**src/rtl/arb_pkg.sv**
```systemverilog
package arb_pkg;
    localparam int AGENTS  = 6;
    localparam int IDX_W   = $clog2(AGENTS);
    localparam int ORDER_W = AGENTS * IDX_W;
    localparam int HOST    = 0;

    typedef logic [AGENTS-1:0] vec_t;
    typedef logic [IDX_W-1:0]  idx_t;
    typedef idx_t [AGENTS-1:0] order_t;

    typedef enum logic [IDX_W-1:0] {
        AG_HOST  = 3'd0,
        AG_SLOT2 = 3'd1,
        AG_ISA   = 3'd2,
        AG_SCSI  = 3'd3,
        AG_ETH   = 3'd4,
        AG_SLOT1 = 3'd5
    } agent_e;

    typedef struct packed {
        logic valid;
        idx_t idx;
    } pick_t;

    // Rank r names agent r after reset.
    function automatic order_t default_order();
        order_t o;
        for (int r = 0; r < AGENTS; r++) o[r] = idx_t'(r);
        return o;
    endfunction

    // Legal when every rank names a real agent and no agent appears twice.
    function automatic logic order_ok(order_t o);
        logic [(1<<IDX_W)-1:0] seen;
        logic ok;
        seen = '0;
        ok   = 1'b1;
        for (int r = 0; r < AGENTS; r++) begin
            if (int'(o[r]) >= AGENTS) ok = 1'b0;
            else if (seen[o[r]])      ok = 1'b0;
            seen[o[r]] = 1'b1;
        end
        return ok;
    endfunction

    function automatic vec_t onehot(idx_t i);
        return vec_t'(1) << i;
    endfunction
endpackage

```
**src/rtl/arb_prio_reg.sv**
```systemverilog
module arb_prio_reg
    import arb_pkg::*;
(
    input  logic   clk,
    input  logic   rst,
    input  logic   we,
    input  order_t wdata,
    output order_t order_eff
);
    order_t raw_q;

    always_ff @(posedge clk) begin
        if (rst)     raw_q <= default_order();
        else if (we) raw_q <= wdata;
    end

    assign order_eff = order_ok(raw_q) ? raw_q : default_order();
endmodule

```
**src/rtl/arb_pick.sv**
```systemverilog
module arb_pick
    import arb_pkg::*;
(
    input  vec_t   eligible,
    input  order_t order,
    output pick_t  winner
);
    always_comb begin
        winner = '0;
        // Walk from lowest rank upward so the highest rank overrides.
        for (int r = AGENTS - 1; r >= 0; r--) begin
            if (eligible[order[r]]) begin
                winner.valid = 1'b1;
                winner.idx   = order[r];
            end
        end
    end
endmodule

```
**src/rtl/arb_release_track.sv**
```systemverilog
module arb_release_track
    import arb_pkg::*;
(
    input  logic clk,
    input  logic rst,
    input  vec_t req,
    input  logic retry,
    input  vec_t owner,
    output vec_t blocked
);
    vec_t blocked_q;

    // Set for the retried owner; cleared once its request is seen low.
    always_ff @(posedge clk) begin
        if (rst) blocked_q <= '0;
        else     blocked_q <= (blocked_q & req) | (retry ? owner : '0);
    end

    assign blocked = blocked_q;
endmodule

```
**src/rtl/pci_prio_arbiter.sv**
```systemverilog
module pci_prio_arbiter
    import arb_pkg::*;
(
    input  logic                  clk,
    input  logic                  rst,
    input  logic [AGENTS-1:0]     req_i,
    input  logic                  bus_idle_i,
    input  logic                  retry_i,
    input  logic                  prio_we_i,
    input  logic [ORDER_W-1:0]    prio_wdata_i,
    output logic [AGENTS-1:0]     gnt_o,
    output logic [ORDER_W-1:0]    prio_order_o
);
    order_t order_eff;
    vec_t   blocked;
    vec_t   eligible;
    pick_t  winner;
    vec_t   gnt_q;
    vec_t   gnt_n;

    arb_prio_reg u_prio (
        .clk       (clk),
        .rst       (rst),
        .we        (prio_we_i),
        .wdata     (order_t'(prio_wdata_i)),
        .order_eff (order_eff)
    );

    arb_release_track u_rel (
        .clk     (clk),
        .rst     (rst),
        .req     (req_i),
        .retry   (retry_i),
        .owner   (gnt_q),
        .blocked (blocked)
    );

    assign eligible = req_i & ~blocked;

    arb_pick u_pick (
        .eligible (eligible),
        .order    (order_eff),
        .winner   (winner)
    );

    always_comb begin
        if (retry_i)
            gnt_n = '0;
        else if (bus_idle_i)
            gnt_n = winner.valid ? onehot(winner.idx) : onehot(idx_t'(HOST));
        else
            gnt_n = gnt_q;
    end

    always_ff @(posedge clk) begin
        if (rst) gnt_q <= onehot(idx_t'(HOST));
        else     gnt_q <= gnt_n;
    end

    assign gnt_o        = gnt_q;
    assign prio_order_o = order_eff;
endmodule

```
**config.mk**
```make
export PLATFORM = sky130hd
export DESIGN_NAME = pci_prio_arbiter
export DESIGN_NICKNAME = d
export VERILOG_FILES = /design/src/rtl/arb_pkg.sv /design/src/rtl/arb_prio_reg.sv /design/src/rtl/arb_pick.sv /design/src/rtl/arb_release_track.sv /design/src/rtl/pci_prio_arbiter.sv
export SDC_FILE = /design/constraint.sdc
export NUM_CORES = 1
export LEC_CHECK = 0
export ABC_AREA = 1
export CORE_ASPECT_RATIO = 0.8
export CORE_UTILIZATION = 50
export DETAILED_ROUTE_END_ITERATION = 10
export DONT_BUFFER_PORTS = 1
export SYNTH_ARGS = -nofsm -noshare
export SYNTH_HDL_FRONTEND = slang
export SYNTH_SLANG_ARGS = --single-unit
```
**constraint.sdc**
```tcl
create_clock -name clk -period 3.4 [get_ports clk]
set_input_delay 0.51 -clock clk [delete_from_list [all_inputs] [get_ports clk]]
set_output_delay 0.51 -clock clk [all_outputs]
set_load 0.02 [all_outputs]
```
Word level (Yosys, flattened, before mapping) --
Memories as Yosys holds them, arrays and structs flattened. A register that Yosys moved wholly into a read port is not among the register bits. Cells that the tools add are included.
Word-level totals: bits in registers 30, ROM bits 8, bits of input ports 29, output and inout port bits 24, word-level logic and storage cells 107, memories 1
Operators by class: $lt $le $gt $ge 23, shifts and indexed selects 1, multiplexer cells 58, bitwise operators 8, reduce and logical (&&, ||, !) cells 7
Memories:
- (name not given) | words 8, width 1, rd ports 1, clocked after memory_dff 1, write ports 0, RTL line arb_pkg.sv:40 | else if (seen[o[r]]) ok = 1'b0;
Operators with widths (count):
- 3-bit by 4-bit less-than comparator with 1-bit output, second input constant | 12
- 1-bit binary-select mux with 3-bit select | 11
- 8-bit OR | 4
- 1-bit 2-to-1 mux | 31
- 4-bit 2-to-1 mux | 6
- 3-bit >= comparator, second input constant | 6
- 18-bit 2-to-1 mux | 1
- 1-bit demux with 3-bit select | 5
- 3-bit by 1-bit >= comparator with 1-bit output, second input constant | 5
- 6-bit bitwise AND | 2
- 6-bit 2-to-1 mux | 2
- 3-bit 2-to-1 mux | 2
- 6-bit NOT | 1
- 6-bit OR | 1
- 1-bit by 3-bit << shifter with 6-bit output, first input constant | 1
- 1-bit logical AND | 5
- 2-bit nonzero test | 1
- 2-bit OR reduction | 1

Depth between registers and ports, before layout --
depth after elaboration 29, mapped depth 29, depth with buffers taken out 28

Modules after synthesis --
Synthesis repeated with hierarchy kept, for this count alone.
Unflattened totals: cells, all modules 455, area total of the unflattened synthesis 2477.4 um^2
Modules (own cells, without submodules):
- arb_prio_reg | times used 1, cells an instance 252, area an instance 1430.1 um^2, sequential area each 360.3 um^2
- arb_pick | times used 1, cells an instance 126, area an instance 540.5 um^2, sequential area each 0.0 um^2
- pci_prio_arbiter | times used 1, cells an instance 53, area an instance 311.5 um^2, sequential area each 120.1 um^2
- arb_release_track | times used 1, cells an instance 24, area an instance 195.2 um^2, sequential area each 120.1 um^2

Worst setup path before layout --
Ideal clock, no wire load.
kind reg-to-reg, start register u_prio.raw_q[0] (netlist name), end register gnt_q[1] (netlist: gnt_o[1]), library setup time 0.113 ns, data arrival time 2.660 ns, setup slack 0.627 ns, stages on the path, launching flop included 27, path buffers 1, clock period less this slack 2.773 ns, cells stage by stage dfxtp_1 > inv_2 > nand3_1 > nand2_1 > nor2_1 > nand2_1 > nand2_1 > nand2_1 > nor2_1 > nand2_1 > nor2_4 > nand2_2 > buf_6 > nor2_1 > nand3_1 > nand3b_4 > nand2_1 > nand3_1 > nand2_1 > nand2_1 > nand2_1 > nand2_1 > nand2_1 > nand2_1 > nor2_1 > nor2_1 > nor2_1
Between the ends: cells in the longest elaborated chain, start to end 27
Ends and longest elaborated chain:
- start, declared | RTL line arb_prio_reg.sv:10 | order_t raw_q;
- start signal, assigned | RTL line arb_prio_reg.sv:13 | if (rst) raw_q <= default_order();
- start signal, assigned | RTL line arb_prio_reg.sv:14 | else if (we) raw_q <= wdata;
- 3-bit by 4-bit less-than comparator with 1-bit output (implied by the code) / 3-bit by 1-bit >= comparator with 1-bit output (equally long branches) | RTL line arb_pkg.sv:41 | seen[o[r]] = 1'b1;
- 1-bit logical AND (implied by the code) | RTL line arb_pkg.sv:41
- 1-bit 2-to-1 mux (implied by the code) | RTL line arb_pkg.sv:41
- 1-bit demux with 3-bit select
- 1-bit binary-select mux with 3-bit select | RTL line arb_pkg.sv:40
- 1-bit 2-to-1 mux (implied by the code) | RTL line arb_pkg.sv:40
- 1-bit 2-to-1 mux | RTL line arb_pkg.sv:40
- 1-bit 2-to-1 mux | RTL line arb_pkg.sv:39 | if (int'(o[r]) >= AGENTS) ok = 1'b0;
- [... 7 more ...]
- 1-bit 2-to-1 mux * | RTL line arb_pkg.sv:39
- 18-bit 2-to-1 mux * | RTL line arb_prio_reg.sv:17 | assign order_eff = order_ok(raw_q) ? raw_q : default_order();
- named net prio_order_o[16] | RTL line pci_prio_arbiter.sv:12 | output logic [ORDER_W-1:0] prio_order_o
- 1-bit binary-select mux with 3-bit select | RTL line arb_pick.sv:12 | if (eligible[order[r]]) begin
- 1-bit 2-to-1 mux (implied by the code) | RTL line arb_pick.sv:12
- 4-bit 2-to-1 mux * (6 in a row) | RTL line arb_pick.sv:12
- 1-bit by 3-bit << shifter with 6-bit output | RTL line arb_pkg.sv:47 | return vec_t'(1) << i;
- 6-bit 2-to-1 mux * | RTL line pci_prio_arbiter.sv:50 | gnt_n = winner.valid ? onehot(winner.idx) : onehot(idx_t'(HOST));
- end signal, assigned | RTL line pci_prio_arbiter.sv:56 | if (rst) gnt_q <= onehot(idx_t'(HOST));
- end signal, assigned | RTL line pci_prio_arbiter.sv:57 | else gnt_q <= gnt_n;
- end, declared | RTL line pci_prio_arbiter.sv:18 | vec_t gnt_q;
The timed path passes the listed nets; every way through them passes the cells marked *. The select of a mux whose other input is x is not followed. A chain may end at the register's enable or synchronous reset.

Worst setup path after layout --
start register u_prio.raw_q[3] (netlist name), end register gnt_q[4] (netlist: gnt_o[4])
Between the ends: cells in the longest elaborated chain, start to end 26
Ends and longest elaborated chain (RTL line):
- 3-bit by 4-bit less-than comparator with 1-bit output (implied by the code) / 3-bit by 1-bit >= comparator with 1-bit output (equally long branches) | arb_pkg.sv:41
- 1-bit logical AND (implied by the code) | arb_pkg.sv:41
- 1-bit 2-to-1 mux (implied by the code) | arb_pkg.sv:41
- 1-bit demux with 3-bit select
- 8-bit OR (no line)
- 1-bit binary-select mux with 3-bit select | arb_pkg.sv:40
- 1-bit 2-to-1 mux (implied by the code) | arb_pkg.sv:40
- 1-bit 2-to-1 mux | arb_pkg.sv:40
- [... 6 more ...]
- 1-bit 2-to-1 mux | arb_pkg.sv:39
- 18-bit 2-to-1 mux * | arb_prio_reg.sv:17
- 1-bit binary-select mux with 3-bit select | arb_pick.sv:12
- 1-bit 2-to-1 mux (implied by the code) | arb_pick.sv:12
- 4-bit 2-to-1 mux (5 in a row) | arb_pick.sv:12
- 4-bit 2-to-1 mux * | arb_pick.sv:12
- 1-bit by 3-bit << shifter with 6-bit output | arb_pkg.sv:47
- 6-bit 2-to-1 mux * | pci_prio_arbiter.sv:50
Mark *: on every way between the ends. The rest lies on a longest branch, timed or not. The select of a mux whose other input is x is not followed.

==> qor.txt <==
result of the run: finished clean
cts bufs inserted: 5
placed wire-length estimate: 6460 µm
clock buffer depth: 2
post-synthesis simple-gate area fraction: 48.3%
Crit-path slowest cell: sky130_fd_sc_hd__dfxtp_2
worst hold slack: 0.287 ns
Clock Pin Slew Worst Setup and Hold Paths: 0.07 ns
met2 wirelength from detailed routing: 3240 µm
Most Frequent Cell on Critical Path: sky130_fd_sc_hd__nand2_1
RSZ-0062 raised after global routing: true
critical path class: reg -> reg
mux contribution to synthesized area: 0%
R2R Path Start: u_prio.raw_q[3]$_SDFFE_PP1P_
cell area after synthesis: 2450 µm²
transition at the pin with the smallest max-transition slack: 0.553 ns
largest fanout on the critical path: 12
first-pass iteration count of the detailed router: 5
Hold Crit Endpoint: u_rel.blocked[1]$_SDFF_PP0_
post-route cell area: 2720 µm²
initial detailed-routing violation count: 311
die extent in y: 64.7 µm
worst-case reg-to-reg path depth: 26
number of warnings issued by yosys: 0
parity-gate share of the synthesized area counting xor and xnor cells: 0%
fraction of synthesized cell area taken by the top area cell type: 24.5%
Final Setup Violations: 0
Largest stage delay, worst path: 0.40 ns
share of async-settable or async-resettable flops after synthesis: 0%
number of nets in the layout: 488
number of synthesized register bits: 30
vias after detailed routing: 2,940
WL final: 8090 µm
Min-Delay Path Depth: 1
# Max-Cap Violations: 0
Hold Buf Count CTS: 0
main combinational cell family by area after synthesis: simple AND/OR/NAND/NOR gates
share of the clock period used by the worst path: 92.2%
headroom to the max-slew limit: 63.1%
Setup WS pre-CTS: 0.128 ns
power after layout: 1.10 mW
TritonCTS clock tree: built
HP Start: rst
Non-Filler Instances: 519
grt total ovfl: 0
via/cell ratio: 5.66
Std-Cell Core Area: 4650 µm²
cell types occupying the most area after synthesis: sky130_fd_sc_hd__dfxtp_1, sky130_fd_sc_hd__nand2_1, sky130_fd_sc_hd__nand3_1
terminus of the critical flop-to-flop path: gnt_o[4]$_SDFFE_PP0P_
remaining number of nets flagged by the antenna check after routing: 0
final hold violation count: 0
DIE AREA: 5200 µm²
placed cell areas: 2570 µm²
DRC violation count after routing: 0
dominant synthesized flop cell: sky130_fd_sc_hd__dfxtp_1
global-route usage over all layers: 33.1%
Worst R2R Setup Slack: 0.27 ns
number of antenna violations at the first check in global routing: 0
Buffers on Ports: 0
total of cells resized after clock tree synthesis: 0
maximum ir drop on the vdd rail: 0.264 mV
count of buffering cells on the critical path with inverters included: 3
net count after synthesis: 479
average footprint of a synthesized cell: 5.46 µm²
proportion of synthesized chip area in sequential cells: 24.5%
area fraction in compound gates after synthesis: 14.9%
Met3 Wirelength: 799 µm
worst min-delay path category: in -> reg
crit path setup slack, layout: 0.266 ns
clock period minus final worst setup slack: 3.13 ns
power density normalized to cell area: 406 nW/µm²
dpl cells: 512
latest clock arrival within the worst-skew pair: 0.28 ns
cell family with most CP delay: simple AND/OR/NAND/NOR gates
total count of max-transition violations in the final report: 0
wire length of the first global-routing pass: 13,100 µm
H-tree levels: 2
library cell occupying the most area in the post-synthesis netlist: sky130_fd_sc_hd__dfxtp_1
via count of the first global-routing pass: 2,678
number of inserted diodes: 0
TritonCTS sink count: 30
number of core rows: 22
postcts setup bufs: 0
clk root buf: sky130_fd_sc_hd__clkbuf_8
effective utilization at floorplan: 52.8%
largest net degree at the start of global routing: 24
data required time at the worst endpoint: 3.61 ns
DR top layer: met4
routability congestion estimate from global placement: 0.977
routed length per placed instance: 15.6 µm
static leakage: 1.45 nW
synthesis-to-layout area growth: 10.8%
Worst Clk Skew: 0.00776 ns
number of top-level design ports: 53
number of different library cells in the post-synthesis netlist: 30
CP Data Arrival Time: 3.34 ns
area share of fa/ha/maj cells after synthesis: 0%
maximum clock rate: 0.319 GHz
die outline width: 80.3 µm
share of cells above drive strength 1: 13.1%
critical path depth: 26
wire length on met1: 3990 µm
post-synthesis cell count: 450
critical path launch point type: register
Post-synth EDFFs: 0
Setup crit end kind: register
==> layout make-up <==
cell class	instances	area, µm²
clock buffer	6	82.6
clock inverter	1	30.0
fill	490	1930
inverter	68	255
multi-input combinational	343	1580
sequential	30	612
tap	60	75.1
timing repair buffer	11	82.6
==> routing by layer <==
layer | global-route usage (%) | vias to the layer above
met1 | 50.2 | 1311
met2 | 45.2 | 164
met4 | 8.26 | 0
met3 | 8.73 | 8
li1 | - | 1457
met5 | 0 | -
==> synth_stat cells (2+ instances only) <==
cell type	n
sky130_fd_sc_hd__nand2_1	137
sky130_fd_sc_hd__nor2_1	58
sky130_fd_sc_hd__nand3_1	55
sky130_fd_sc_hd__inv_1	52
sky130_fd_sc_hd__a21oi_1	36
sky130_fd_sc_hd__dfxtp_1	30
sky130_fd_sc_hd__o21ai_0	20
sky130_fd_sc_hd__inv_2	16
sky130_fd_sc_hd__nand4_1	9
sky130_fd_sc_hd__clkbuf_1	6
sky130_fd_sc_hd__o21ai_1	4
sky130_fd_sc_hd__nor3_1	3
sky130_fd_sc_hd__o21bai_1	3
sky130_fd_sc_hd__nand2_2	2
sky130_fd_sc_hd__nand3b_1	2
sky130_fd_sc_hd__nor2_4	2
sky130_fd_sc_hd__o22ai_1	2
==> flip-flops by register name (all words and copies together) (netlist names) <==
signal,count
gnt_o,6
u_prio.raw_q,18
u_rel.blocked,6
==> metrics by stage <==
stage | utilization [%] | TNS (ns)
final | 58.4 | 0
after CTS | 57.6 | 0
after detailed placement | 55.2 | 0
after global routing | 58.4 | -0.0307
after global placement | 55.2 | 0
after floorplan | - | 0
==> power breakdown <==
group          switching (mW)  internal, mW  leakage [nW]
logic                   0.228        0.0986          1.15
registers              0.0346         0.373         0.249
clock network           0.136         0.234        0.0573
==> cells in the final DEF, fill, tap and decap left out <==
| master | count |
|---|---|
| sky130_fd_sc_hd__bufinv_16 | 1 |
| sky130_fd_sc_hd__nor3_1 | 3 |
| sky130_fd_sc_hd__a21oi_2 | 2 |
| sky130_fd_sc_hd__o21ai_0 | 20 |
| sky130_fd_sc_hd__nand3b_1 | 2 |
| sky130_fd_sc_hd__inv_2 | 17 |
| sky130_fd_sc_hd__o21ai_1 | 4 |
| sky130_fd_sc_hd__nand2_1 | 136 |
| sky130_fd_sc_hd__nand3_4 | 1 |
| sky130_fd_sc_hd__a31oi_1 | 1 |
| sky130_fd_sc_hd__a21oi_1 | 35 |
| sky130_fd_sc_hd__or2_4 | 1 |
| sky130_fd_sc_hd__and3_1 | 1 |
| sky130_fd_sc_hd__o21ai_2 | 1 |
| sky130_fd_sc_hd__nand3_2 | 1 |
| sky130_fd_sc_hd__dfxtp_1 | 21 |
| sky130_fd_sc_hd__nand4_1 | 9 |
| sky130_fd_sc_hd__dfxtp_2 | 9 |
| sky130_fd_sc_hd__clkbuf_8 | 6 |
| sky130_fd_sc_hd__or2_2 | 1 |
| sky130_fd_sc_hd__nor2_1 | 56 |
| sky130_fd_sc_hd__o22ai_1 | 2 |
| sky130_fd_sc_hd__nand2_4 | 1 |
| sky130_fd_sc_hd__nor2_2 | 3 |
| sky130_fd_sc_hd__nor2_4 | 2 |
| sky130_fd_sc_hd__nand3_1 | 54 |
| sky130_fd_sc_hd__inv_1 | 51 |
| sky130_fd_sc_hd__buf_4 | 11 |
| sky130_fd_sc_hd__o211ai_1 | 1 |
| sky130_fd_sc_hd__nand3b_4 | 1 |
| sky130_fd_sc_hd__nand2_2 | 2 |
| sky130_fd_sc_hd__o21bai_1 | 3 |
==> logic make-up after synthesis <==
group,after synthesis
AOI/OAI and AO/OA,69
buffers and inverters,77
DFF,30
and+or+nand+nor,274
==> how the worst max path moves through the flow <==
stage | start | to | slack, ns
floorplan | u_prio.raw_q[0]$_SDFFE_PP0P_ | gnt_o[1]$_SDFFE_PP0P_ | 0.63
global placement | u_prio.raw_q[0]$_SDFFE_PP0P_ | gnt_o[5]$_SDFFE_PP0P_ | 0.15
detailed placement | u_prio.raw_q[12]$_SDFFE_PP0P_ | gnt_o[4]$_SDFFE_PP0P_ | 0.13
CTS | u_prio.raw_q[12]$_SDFFE_PP0P_ | gnt_o[4]$_SDFFE_PP0P_ | 0.11
global route | u_prio.raw_q[3]$_SDFFE_PP1P_ | gnt_o[1]$_SDFFE_PP0P_ | -0.03
finish | u_prio.raw_q[3]$_SDFFE_PP1P_ | gnt_o[4]$_SDFFE_PP0P_ | 0.27
Note: power is estimated with default switching activity, not from simulation.
